**config.mk**
```make
export PLATFORM = sky130hd
export DESIGN_NAME = burst_seq_gen
export DESIGN_NICKNAME = d
export VERILOG_FILES = /design/src/rtl/burst_seq_pkg.sv /design/src/rtl/burst_seq_ctrl.sv /design/src/rtl/burst_seq_datapath.sv /design/src/rtl/burst_seq_gen.sv
export SDC_FILE = /design/constraint.sdc
export NUM_CORES = 1
export LEC_CHECK = 0
export ABC_AREA = 0
export BUFFER_PORTS_ARGS = -buffer_cell sky130_fd_sc_hd__buf_2
export CORE_ASPECT_RATIO = 1.5
export CORE_MARGIN = 2
export CORE_UTILIZATION = 31
export CTS_CLUSTER_DIAMETER = 40
export DETAILED_ROUTE_END_ITERATION = 7
export GPL_TIMING_DRIVEN = 0
export PLACE_DENSITY = 0.54
export SYNTH_ARGS = -nofsm -noshare
export SYNTH_HDL_FRONTEND = slang
export SYNTH_SLANG_ARGS = --single-unit
```
**constraint.sdc**
```tcl
create_clock -name clk -period 1.2 [get_ports clk]
set_input_delay 0.36 -clock clk [delete_from_list [all_inputs] [get_ports clk]]
set_output_delay 0.36 -clock clk [all_outputs]
set_load 0.05 [all_outputs]
```
**src/rtl/burst_seq_pkg.sv**
```systemverilog
package burst_seq_pkg;
  localparam int BEAT_W = 2;

  typedef struct packed {
    logic load;
    logic step;
  } seqCtrl_t;

  function automatic logic [BEAT_W-1:0] orderLow(
    input logic [BEAT_W-1:0] start,
    input logic [BEAT_W-1:0] beat,
    input logic              interleaved
  );
    return interleaved ? (start ^ beat) : BEAT_W'(start + beat);
  endfunction
endpackage

```
**src/rtl/burst_seq_ctrl.sv**
```systemverilog
module burst_seq_ctrl
  import burst_seq_pkg::*;
(
  input  logic     strobeHost,
  input  logic     strobeCtl,
  input  logic     advanceN,
  output seqCtrl_t ctrl
);
  always_comb begin
    ctrl.load = strobeHost | strobeCtl;
    ctrl.step = ~advanceN;
  end
endmodule

```
**src/rtl/burst_seq_datapath.sv**
```systemverilog
module burst_seq_datapath
  import burst_seq_pkg::*;
#(
  parameter int ADDR_W = 17
) (
  input  logic              clk,
  input  logic              rst,
  input  seqCtrl_t          ctrl,
  input  logic              mode,
  input  logic [ADDR_W-1:0] addrIn,
  output logic [ADDR_W-1:0] wordAddr,
  output logic [BEAT_W-1:0] beatIdx
);
  localparam int UPPER_W = ADDR_W - BEAT_W;

  logic [ADDR_W-1:0] baseQ;
  logic [BEAT_W-1:0] beatQ;

  always_ff @(posedge clk) begin
    if (rst) begin
      baseQ <= '0;
      beatQ <= '0;
    end else if (ctrl.load) begin
      baseQ <= addrIn;
      beatQ <= '0;
    end else if (ctrl.step) begin
      beatQ <= beatQ + 1'b1;
    end
  end

  always_comb begin
    wordAddr = {baseQ[ADDR_W-1:BEAT_W], orderLow(baseQ[BEAT_W-1:0], beatQ, mode)};
    beatIdx  = beatQ;
  end


  reset_clear_chk: assert property (@(posedge clk) rst |=> (beatQ == '0 && baseQ == '0));

  load_start_chk: assert property (@(posedge clk) disable iff (rst)
    ctrl.load |=> (beatQ == '0 && baseQ == $past(addrIn)));

  step_inc_chk: assert property (@(posedge clk) disable iff (rst)
    (!ctrl.load && ctrl.step) |=> beatQ == BEAT_W'($past(beatQ) + 1'b1));

  suspend_hold_chk: assert property (@(posedge clk) disable iff (rst)
    (!ctrl.load && !ctrl.step) |=> ($stable(beatQ) && $stable(baseQ)));

  upper_keep_chk: assert property (@(posedge clk) disable iff (rst)
    !ctrl.load |=> $stable(wordAddr[ADDR_W-1:BEAT_W]));

  load_over_step_chk: assert property (@(posedge clk) disable iff (rst)
    (ctrl.load && ctrl.step) |=> beatQ == '0);
endmodule

```
**src/rtl/burst_seq_gen.sv**
```systemverilog
module burst_seq_gen
  import burst_seq_pkg::*;
#(
  parameter int ADDR_W = 17
) (
  input  logic              clk,
  input  logic              rst,
  input  logic              strobeHost,
  input  logic              strobeCtl,
  input  logic              advanceN,
  input  logic              mode,
  input  logic [ADDR_W-1:0] addrIn,
  output logic [ADDR_W-1:0] wordAddr,
  output logic [BEAT_W-1:0] beatIdx
);
  seqCtrl_t ctrl;

  burst_seq_ctrl u_ctrl (
    .strobeHost (strobeHost),
    .strobeCtl  (strobeCtl),
    .advanceN   (advanceN),
    .ctrl       (ctrl)
  );

  burst_seq_datapath #(.ADDR_W(ADDR_W)) u_dp (
    .clk      (clk),
    .rst      (rst),
    .ctrl     (ctrl),
    .mode     (mode),
    .addrIn   (addrIn),
    .wordAddr (wordAddr),
    .beatIdx  (beatIdx)
  );
endmodule

```
---- Yosys cells after proc, flatten, opt, wreduce, memory -nomap -nowiden ----
Index checks and enable logic that the tools add are counted.
word-level totals
  bits in latches ......................... 0
  memories kept ........................... 0
  ROM bits ................................ 0
  word-level logic and storage cells ...... 8
  memory bits (writable) .................. 0
  register bits after elaboration ......... 19
cells by class
  equality and inequality tests ........... 0
  shift operators ......................... 0
  mux-type cells .......................... 1
  bitwise logic cells ..................... 2
  add/subtract/negate cells ............... 2
  magnitude comparators ................... 0
  reductions and logical operators ........ 1
  multiply operators ...................... 0
  div/mod/pow operators ................... 0
operator list
  cell                                                           number
  2-bit by 1-bit adder with 2-bit output, second input constant  1
  2-bit adder                                                    1
  2-bit two-way mux                                              1
  2-bit OR reduction                                             1
  2-bit XOR                                                      1
  1-bit OR                                                       1

---- Longest topological paths before layout ----
  word-level depth ........................ 2
  depth in mapped cells ................... 5

---- Modules after synthesis ----
From an unflattened synthesis, not the netlist that was laid out.
unflattened totals
  cells, all modules ...................... 84
  area, all modules ....................... 855.8 sq um
by module, submodules not included
  module              times used  cells each  area an instance (sq um)  sequential area each (sq um)
  burst_seq_datapath  1           82          845.8                     380.4
  burst_seq_ctrl      1           2           10.0                      0.0

---- Least setup slack after synthesis ----
No wires, ideal clock.
  path kind ............................... flip-flop to output port
  start point ............................. reg u_dp.beatQ[0] (netlist: u_dp.beatIdx[0])
  end point ............................... out wordAddr[1]
  buffers on the path ..................... 0
  setup slack ............................. -0.856 ns
  cell stages (with the launch flop) ...... 4
  required time ........................... 0.840 ns
  arrival ................................. 1.696 ns
  path through ............................ dfxtp_1 > ha_1 > nor2b_1 > xnor2_1
on the way
  word-level cells in the longest chain between the ends .. 2
ends and longest elaborated chain
  what                      line                      source
  start: declaration        burst_seq_datapath.sv:17  logic [BEAT_W-1:0] beatQ;
  start signal: assignment  burst_seq_datapath.sv:27  beatQ <= beatQ + 1'b1;
  2-bit adder               burst_seq_pkg.sv:14       return interleaved ? (start ^ beat) : BEAT_W'(start + beat);
  2-bit two-way mux         burst_seq_pkg.sv:14
  end: declaration          burst_seq_gen.sv:13       output logic [ADDR_W-1:0] wordAddr,
No other way between the ends.

---- Worst setup path in the final report ----
  start point ............................. reg u_dp.baseQ[0]
  end point ............................... out wordAddr[1]
on the way
  word-level cells in the longest chain between the ends .. 2
ends and longest elaborated chain
  what                      line                      source
  start: declaration        burst_seq_datapath.sv:16  logic [ADDR_W-1:0] baseQ;
  start signal: assignment  burst_seq_datapath.sv:24  baseQ <= addrIn;
  2-bit adder               burst_seq_pkg.sv:14
  2-bit two-way mux         burst_seq_pkg.sv:14
No other way between the ends.

==> run_results.csv <==
group,metric,value,unit
finish,n_antenna_cell,0,
floorplanning,die_height,67.6,µm
yosys,async_reset_ff_frac,0,
sta,relSlewSlack,0.715,
floorplanning,coreArea,2620,µm²
clocking,cts_sinks,19,
setup_path,cp.arrival,1.21,ns
setup_path,critPathCaptureType,"output pin",
sta,rsz0062_at_grt,"true",
run_status,outcome,"complete, but fails checks",
clocking,cts.clk_slew.worst_paths,0.07,ns
grt,busiest_layer,"met2",
setup_path,r2r_slack,0.19,ns
drt,ant_nets,0,
finish,n_fill_cell,254,
drt,routedWlPerCell,10.3,µm
yosys,yosysWarnings,0,
place,dp.cells,178,
setup_path,crit_required,0.84,ns
setup_path,startpoint_type,"register",
yosys,synth_seq_cells,19,
power_and_ir_drop,leakage,0.000561,µW
place,port_buffers,40,
clocking,htree_levels,1,
grt,grt_pass1_wl,2760,µm
clocking,cts_hold_buf,0,
yosys,synth_edf_count,0,
yosys,ys_seq_area_frac,0.454,
yosys,syn_avg_cell_area,8.29,µm²
drt,viasPerCell,4.15,
sta,drv_slew,0,
grt,met1_usage,0.134,
floorplanning,dieArea,3140,µm²
job,maxCapViolations,0,
yosys,synth_cells,101,
drt,wl,1740,µm
sta,tightest_slew,0.427,ns
sta,worst_hold_slack,0.336,ns
sta,setup_violations,3,
place,post_dp_cell_area,1130,µm²
power_and_ir_drop,powerDensity,1190,nW/µm²
place,place_ws,-0.276,ns
clocking,clock_latency,0.25,ns
grt,grt_overflow,0,
floorplanning,ios,42,
yosys,ys_types,14,
place,gp_congestion,0.627,
hold_path,holdCritPathClass,"input port to register",
drt,drtIter0Drc,9,
sta,clock.fmax,0.637,GHz
power_and_ir_drop,vdd_drop_max,0.702,mV
power_and_ir_drop,p_total,1520,µW
floorplanning,rows,23,
clocking,cts_tree,"done",
yosys,synthFlopType,"dfxtp_1",
sta,fin_crit,1.57,ns
sta,timing.final.ws_setup,-0.370,ns
floorplanning,start_util,0.320,
floorplanning,die_w,46.4,µm
place,place_hpwl,1320,µm
yosys,synth_fp_nets,125,
finish,syn_to_final_growth,52.6,%
grt,antenna_found_initial,0,
setup_path,crit_type,"register to output pin",
finish,nets,157,
setup_path,cp_max_fo,2,
grt,grt_max_degree,11,
drt,vias,701,
clocking,cts_made_buffers,3,
clocking,clk_path_buf_depth,2,
finish,final_area,1280,µm²
grt,first_global_vias,653,
sta,hold_violations,0,
run_status,violations,"negative setup slack",
grt,use_met2,0.208,
yosys,syn_area,837,µm²
sta,finalClockSkew,0.0000212,ns
grt,use_met3,0.0241,
clocking,cts_root_buf,"clkbuf_8",
finish,drive_above_1_share,0.561,
drt,dr.pass1.iters,4,
drt,drc,0,
finish,stdcell_count,169,
grt,grt_usage,0.124,
sta,period_share,1.31,
[what timing repair did]
| action | 4_1_cts | 5_1_grt |
|---|---|---|
| gates resized for setup | 62 | 7 |
| endpoints found under the setup margin | 19 | 7 |
| setup buffers | 0 | 2 |
| pin swaps | 1 | 1 |
[layout make-up]
cell class	instances	area, µm²	share of cell area
flip-flops and latches	19	408	0.319
repair buffers	42	388	0.304
multi-input cells	62	352	0.275
well taps	37	46.3	0.0362
clock buffers	4	45.0	0.0353
plain buffers	5	38.8	0.0304
[critical path, cell delays in order (launching register included)]
cell     delay, ns
dfxtp_2       0.35
ha_4          0.13
nor2b_4       0.18
xnor2_4       0.13
buf_6         0.17
[path summary, 6_finish.rpt]
| check | start | to | cells past startpoint |
|---|---|---|---|
| max | u_dp.baseQ[0] | wordAddr[1] | 4 |
| min | addrIn[2] | u_dp.baseQ[2] | 3 |
| max reg2reg | u_dp.beatIdx[0] | u_dp.beatIdx[1] | 4 |
| min reg2reg | u_dp.baseQ[6] | u_dp.baseQ[6] | 2 |
[sequential cells by signal, indices dropped and copies added (netlist names)]
signal	flops
u_dp.baseQ	17
u_dp.beatIdx	2
[cell families (layout without fill, tap and decap cells)]
family          Yosys count  in the layout  synth area share
compound gates           17             17             0.102
xor+xnor                  3              3            0.0314
fa+ha+maj                 1              1            0.0149
buf+inv                  20             51             0.181
flops                    19             19             0.454
simple gates             41             41             0.217
[cell usage after synthesis, types with 2 or more instances]
cell type | number | share of area
a21oi_1 | 17 | 0.10
buf_4 | 16 | 0.14
buf_6 | 2 | 0.027
nand2_1 | 34 | 0.15
nor2b_1 | 3 | 0.022
xnor2_1 | 3 | 0.031
dfxtp_1 | 19 | 0.45
[per-layer routing]
layer | vias up | routed length, µm
met1 | 296 | 676
li1 | 366 | -
met2 | 34 | 888
met5 | - | 0
met4 | 0 | 46
met3 | 5 | 126
[metrics by stage]
step | utilization | TNS [ns]
after floorplan | - | -0.205
after global placement | 0.431 | -0.791
after detailed placement | 0.431 | -0.929
after CTS | 0.484 | -0.610
after global routing | 0.488 | -0.673
final | 0.488 | -0.572
[power by group]
| part | total, µW | internal [µW] | leakage, µW | switching [µW] |
|---|---|---|---|---|
| combinational | 380 | 167 | 0.000374 | 213 |
| clock | 434 | 236 | 0.0000228 | 198 |
| sequential | 704 | 671 | 0.000164 | 32.5 |
[layout by cell type (no fill, tap or decap), types with 2 or more instances in the layout]
cell type  synthesis  layout
a21oi_1           17      17
buf_2              1      23
buf_4             16       3
buf_6              2       4
buf_8              0      16
clkbuf_1           1       2
clkbuf_8           0       3
dfxtp_2            0      16
dfxtp_4            0       2
nand2_1           34      34
nor2b_1            3       2
Power figures use the tool's default switching activity.
